--- config.mk ---
export PLATFORM = sky130hd
export DESIGN_NAME = osc_trim_ctrl
export DESIGN_NICKNAME = d
export VERILOG_FILES = /design/src/rtl/osc_trim_pkg.sv /design/src/rtl/span_counter.sv /design/src/rtl/trim_decider.sv /design/src/rtl/trim_reg.sv /design/src/rtl/lock_tracker.sv /design/src/rtl/osc_trim_ctrl.sv
export SDC_FILE = /design/constraint.sdc
export NUM_CORES = 1
export LEC_CHECK = 0
export CELL_PAD_IN_SITES_DETAIL_PLACEMENT = 2
export CELL_PAD_IN_SITES_GLOBAL_PLACEMENT = 2
export CORE_UTILIZATION = 30
export DETAILED_ROUTE_END_ITERATION = 8
export GPL_ROUTABILITY_DRIVEN = 0
export PLACE_DENSITY_LB_ADDON = 0.1
export SLEW_MARGIN = 10
export SYNTH_ARGS = -nofsm -noshare
export SYNTH_HDL_FRONTEND = slang
export SYNTH_HIERARCHICAL = 1
export SYNTH_SLANG_ARGS = --single-unit
--- constraint.sdc ---
create_clock -name clk_i -period 7.4 [get_ports clk_i]
set_clock_uncertainty 0.05 [all_clocks]
set_input_delay 1.48 -clock clk_i [delete_from_list [all_inputs] [get_ports clk_i]]
set_output_delay 1.48 -clock clk_i [all_outputs]
set_load 0.02 [all_outputs]
--- src/rtl/osc_trim_pkg.sv ---
package osc_trim_pkg;

  typedef enum logic [2:0] {
    ACT_HOLD,
    ACT_COARSE_UP,
    ACT_COARSE_DN,
    ACT_FINE_UP,
    ACT_FINE_DN
  } trim_act_e;

endpackage

--- src/rtl/span_counter.sv ---
module span_counter #(
  parameter int CNT_W = 12
) (
  input  logic             clk_i,
  input  logic             rst_ni,
  input  logic             start_i,
  input  logic             stop_i,
  input  logic             dis_i,
  output logic             vld_o,
  output logic [CNT_W-1:0] cnt_o
);
  localparam logic [CNT_W-1:0] CntMax = {CNT_W{1'b1}};

  logic             run_q;
  logic [CNT_W-1:0] cnt_q;

  always_ff @(posedge clk_i or negedge rst_ni) begin
    if (!rst_ni) begin
      run_q <= 1'b0;
      cnt_q <= '0;
    end else if (dis_i) begin
      run_q <= 1'b0;          // open span dropped, nothing kept
      cnt_q <= '0;
    end else if (start_i) begin
      run_q <= 1'b1;
      cnt_q <= '0;
    end else if (stop_i) begin
      run_q <= 1'b0;
    end else if (run_q && cnt_q != CntMax) begin
      cnt_q <= cnt_q + 1'b1;
    end
  end

  // count includes the stop cycle itself
  assign vld_o = run_q & stop_i & ~dis_i;
  assign cnt_o = (cnt_q == CntMax) ? CntMax : cnt_q + 1'b1;
endmodule

--- src/rtl/trim_decider.sv ---
module trim_decider
  import osc_trim_pkg::*;
#(
  parameter int CNT_W      = 12,
  parameter int EXP_CNT    = 1024,
  parameter int COARSE_TOL = 64,
  parameter int FINE_DEAD  = 1,
  parameter int LOCK_TOL   = 15
) (
  input  logic             vld_i,
  input  logic [CNT_W-1:0] cnt_i,
  input  logic             fine_only_i,
  input  logic             coarse_max_i,
  input  logic             coarse_min_i,
  output trim_act_e        act_o,
  output logic             in_win_o
);
  localparam int EW = CNT_W + 1;
  localparam logic signed [EW-1:0] ExpS   = EW'(EXP_CNT);
  localparam logic        [EW-1:0] CoarseT = EW'(COARSE_TOL);
  localparam logic        [EW-1:0] DeadT   = EW'(FINE_DEAD);
  localparam logic        [EW-1:0] LockT   = EW'(LOCK_TOL);

  logic signed [EW-1:0] err;
  logic        [EW-1:0] mag;
  logic                 fast;
  logic                 coarse_ok;

  always_comb begin
    err       = $signed({1'b0, cnt_i}) - ExpS;
    fast      = (err > 0);
    mag       = fast ? EW'(err) : EW'(-err);
    coarse_ok = !fine_only_i && (fast ? !coarse_min_i : !coarse_max_i);
    act_o     = ACT_HOLD;
    if (vld_i) begin
      if (mag > CoarseT && coarse_ok) act_o = fast ? ACT_COARSE_DN : ACT_COARSE_UP;
      else if (mag > DeadT)           act_o = fast ? ACT_FINE_DN : ACT_FINE_UP;
    end
    in_win_o = (mag <= LockT);
  end
endmodule

--- src/rtl/trim_reg.sv ---
module trim_reg #(
  parameter int W       = 4,
  parameter int RST_VAL = 8
) (
  input  logic         clk_i,
  input  logic         rst_ni,
  input  logic         inc_i,
  input  logic         dec_i,
  input  logic         set_i,
  input  logic [W-1:0] set_val_i,
  output logic [W-1:0] q_o,
  output logic         at_max_o,
  output logic         at_min_o
);
  localparam logic [W-1:0] RstV = W'(RST_VAL);
  localparam logic [W-1:0] MaxV = {W{1'b1}};

  logic [W-1:0] q;

  always_ff @(posedge clk_i or negedge rst_ni) begin
    if (!rst_ni)                q <= RstV;
    else if (set_i)             q <= set_val_i;
    else if (inc_i && q != MaxV) q <= q + 1'b1;
    else if (dec_i && q != '0)   q <= q - 1'b1;
  end

  assign q_o      = q;
  assign at_max_o = (q == MaxV);
  assign at_min_o = (q == '0);
endmodule

--- src/rtl/lock_tracker.sv ---
module lock_tracker #(
  parameter int LOCK_RUN = 3
) (
  input  logic clk_i,
  input  logic rst_ni,
  input  logic vld_i,
  input  logic in_win_i,
  output logic locked_o
);
  localparam int SW = $clog2(LOCK_RUN + 1);
  localparam logic [SW-1:0] RunV = SW'(LOCK_RUN);

  logic [SW-1:0] streak_q;

  always_ff @(posedge clk_i or negedge rst_ni) begin
    if (!rst_ni) streak_q <= '0;
    else if (vld_i) begin
      if (!in_win_i)            streak_q <= '0;
      else if (streak_q != RunV) streak_q <= streak_q + 1'b1;
    end
  end

  assign locked_o = (streak_q == RunV);
endmodule

--- src/rtl/osc_trim_ctrl.sv ---
module osc_trim_ctrl
  import osc_trim_pkg::*;
#(
  parameter int COARSE_W   = 4,
  parameter int FINE_W     = 6,
  parameter int CNT_W      = 12,
  parameter int EXP_CNT    = 1024,
  parameter int COARSE_TOL = 64,
  parameter int FINE_DEAD  = 1,
  parameter int LOCK_PPT   = 15,
  parameter int LOCK_RUN   = 3
) (
  input  logic                clk_i,
  input  logic                rst_ni,
  input  logic                ref_start_i,
  input  logic                ref_stop_i,
  input  logic                disable_i,
  input  logic                fine_only_i,
  output logic [COARSE_W-1:0] coarse_o,
  output logic [FINE_W-1:0]   fine_o,
  output logic                locked_o
);
  localparam int CoarseMid = 1 << (COARSE_W - 1);
  localparam int FineMid   = 1 << (FINE_W - 1);
  localparam int LockTol   = EXP_CNT * LOCK_PPT / 1000;

  logic             meas_vld;
  logic [CNT_W-1:0] meas_cnt;
  trim_act_e        act;
  logic             in_win;
  logic             c_max, c_min, f_max, f_min;
  logic             c_inc, c_dec, c_move;

  span_counter #(.CNT_W(CNT_W)) u_span (
    .clk_i, .rst_ni,
    .start_i (ref_start_i),
    .stop_i  (ref_stop_i),
    .dis_i   (disable_i),
    .vld_o   (meas_vld),
    .cnt_o   (meas_cnt)
  );

  trim_decider #(
    .CNT_W(CNT_W), .EXP_CNT(EXP_CNT), .COARSE_TOL(COARSE_TOL),
    .FINE_DEAD(FINE_DEAD), .LOCK_TOL(LockTol)
  ) u_dec (
    .vld_i        (meas_vld),
    .cnt_i        (meas_cnt),
    .fine_only_i  (fine_only_i),
    .coarse_max_i (c_max),
    .coarse_min_i (c_min),
    .act_o        (act),
    .in_win_o     (in_win)
  );

  assign c_inc  = (act == ACT_COARSE_UP);
  assign c_dec  = (act == ACT_COARSE_DN);
  assign c_move = c_inc | c_dec;  // decider already excludes pinned limits

  trim_reg #(.W(COARSE_W), .RST_VAL(CoarseMid)) u_coarse (
    .clk_i, .rst_ni,
    .inc_i     (c_inc),
    .dec_i     (c_dec),
    .set_i     (1'b0),
    .set_val_i ('0),
    .q_o       (coarse_o),
    .at_max_o  (c_max),
    .at_min_o  (c_min)
  );

  trim_reg #(.W(FINE_W), .RST_VAL(FineMid)) u_fine (
    .clk_i, .rst_ni,
    .inc_i     (act == ACT_FINE_UP),
    .dec_i     (act == ACT_FINE_DN),
    .set_i     (c_move),
    .set_val_i (FINE_W'(FineMid)),
    .q_o       (fine_o),
    .at_max_o  (f_max),
    .at_min_o  (f_min)
  );

  lock_tracker #(.LOCK_RUN(LOCK_RUN)) u_lock (
    .clk_i, .rst_ni,
    .vld_i    (meas_vld),
    .in_win_i (in_win),
    .locked_o (locked_o)
  );

  logic unused_flags;
  assign unused_flags = f_max ^ f_min;
endmodule

==> results.sh <==
export IMPL_die_w_um=93.1
export IMPL_finalHoldViolations=0
export IMPL_post_cts_buffers=0
export IMPL_finalWorstSetupSlack_ps=882
export IMPL_cts_repair_resized=0
export IMPL_cts_buffer_depth=2
export IMPL_drv_cap=0
export IMPL_grt_pass1_vias=2403
export IMPL_grtUsageMet3=0.0203
export IMPL_power_density_nw_per_um2=170
export IMPL_globalRouteMet2Util=0.316
export IMPL_drt_pass1_iter_count=4
export IMPL_grt_max_degree=26
export IMPL_drive_gt1_frac=0.124
export IMPL_drt_total_wl_um=7040
export IMPL_setup_viol=0
export IMPL_grtUsageMet1=0.225
export IMPL_relSlewSlack=0.325
export IMPL_antenna_left=0
export IMPL_tritoncts="yes"
export IMPL_core_area_um2=7890
export IMPL_avgRoutedWirePerCell_um=16.9
export IMPL_period_needed_ps=6520
export IMPL_die_area_um2=8670
export IMPL_die_h_um=93.1
export IMPL_worst_pin_slew_ps=1000
export IMPL_path_max_fanout=20
export IMPL_rsz0062_at_grt="false"
export IMPL_holdBufCountCts=0
export IMPL_grt_busiest_layer="met2"
export IMPL_overflow=0
export IMPL_htree_levels=1
export IMPL_min_path_type="flop to flop"
export IMPL_critPathArrivalTime_ps=6700
export IMPL_root_buffer="clkbuf_8"
export IMPL_finalCritPeriodShare=0.881
export IMPL_critPathCaptureType="flop"
export IMPL_cp_data_required_time_ps=7580
export IMPL_syn_area_um2=2490
export IMPL_post_place_ws_ps=864
export IMPL_peakVddDrop_uv=128
export IMPL_yosysWarnings=6
export IMPL_area_delta_synth_final_pct=13.5
export IMPL_n_antenna_cell=0
export IMPL_start_util=0.316
export IMPL_status="completed"
export IMPL_hpwl_um=5400
export IMPL_syn_avg_cell_area_um2=8.47
export IMPL_critical_path_class="flop to flop"
export IMPL_via_per_inst=5.53
export IMPL_drc_errors=0
export IMPL_cts_sinks=25
export IMPL_fin_setup_tns_ps=0
export IMPL_slew_viol_final=0
export IMPL_pin_count=17
export IMPL_fmax_ghz=0.153
export IMPL_nets=336
export IMPL_synthCells=294
export IMPL_p_leak_nw=1.10
export IMPL_gr_usage_all_layers=0.175
export IMPL_startpoint_type="flop"
export IMPL_cts_reportedPaths_clkPinSlew_ps=110
export IMPL_io_buffers=16
export IMPL_vias=2307
export IMPL_insertion_delay_ps=280
export IMPL_grt_pass1_wl_um=12000
export IMPL_drt_iter0_drc=60
export IMPL_row_count=32
export IMPL_grt_antenna_before_repair=0
export IMPL_cts_made_buffers=3
==> layout make-up <==
cell class                      count  area [µm²]
Sequential cell                    25         628
Clock buffer                        3        41.3
Multi-Input combinational cell    255        1800
Timing Repair Buffer               18         170
Inverter                           13        48.8
Fill cell                         896        5060
Clock inverter                      1        7.51
Tap cell                          102         128
==> critical path: stages, from the launching register on <==
cell and delay [ps]:
dfrtp_1 450, ha_1 250, nand3_1 260, or4_2 960
nand2b_1 280, inv_1 100, ha_1 240, and4bb_1 260
a31o_2 260, and4b_1 200, o32ai_2 340, a211o_1 220
nor3_2 70, o32ai_1 570, and3b_2 300, o21ai_2 150
ha_1 330, a211oi_1 230, o21bai_1 110, a211o_1 310
or4_1 400, nand4_1 110
==> routing by layer <==
metal	up-vias	wire (µm)
li1	1133	-
met1	1157	3230
met2	13	3680
met3	4	87
met4	0	44
met5	-	0
==> flip-flops by register name (all words and copies together), names as in the netlist <==
signal and cells:
u_span/cnt_q 12, u_lock/streak_q 2, u_fine/q_o 6, u_span/run_q 1, u_coarse/q_o 4
==> path summary, 6_finish.rpt <==
check,from,endpoint,slack [ps],depth (start not counted)
max,u_span/cnt_q[0]$_DFFE_PN0P_,u_fine/q_o[5]$_DFFE_PN1P_,880,21
min reg2reg,u_lock/streak_q[1]$_DFFE_PN0P_,u_lock/streak_q[1]$_DFFE_PN0P_,500,2
min in group asynchronous,rst_ni,u_span/cnt_q[11]$_DFFE_PN0P_,1140,1
max reg2reg,u_span/cnt_q[0]$_DFFE_PN0P_,u_fine/q_o[5]$_DFFE_PN1P_,880,21
min,u_lock/streak_q[1]$_DFFE_PN0P_,u_lock/streak_q[1]$_DFFE_PN0P_,500,2
max in group asynchronous,rst_ni,u_lock/streak_q[0]$_DFFE_PN0P_,5740,1
==> stage by stage <==
stage          hold WS, ps  utilization  instance area, µm²  total power, mW  instances
5_1_grt                539        0.358                2830            0.516        417
3_3_place_gp           457        0.352                2780            0.389        413
2_1_floorplan          432            -                2520            0.318        303
4_1_cts                505        0.358                2830            0.487        417
3_5_place_dp           478        0.352                2780            0.390        413
6_report               502        0.358                2830            0.481        417
==> report_power, final <==
group / internal [mW] / switching, mW
clock: 0.0384 / 0.0552
sequential: 0.155 / 0.0345
combinational: 0.0984 / 0.0988
==> cells in the final DEF, fill, tap and decap left out, types with 3 or more instances in the layout <==
cell              n
dfrtp_1          23
mux2_1            3
clkbuf_8          3
nor2_1           20
o31ai_1           4
o21ai_0          14
nor3b_1           6
nand3_1           6
nor3_1            8
nand2b_1          4
ha_1             12
and3_1            3
or3_1             6
o211ai_1          4
clkdlybuf4s50_1  15
a21oi_1          15
or4_1             3
a211oi_1          5
a31oi_1           6
a211o_1           3
nand4b_1          4
nand2_1          33
mux2_2            5
nand4_1           6
nor4_1            3
inv_1            13
xnor2_1          15
xor2_1            5
conb_1           11
(Power assumes the default switching activity.)
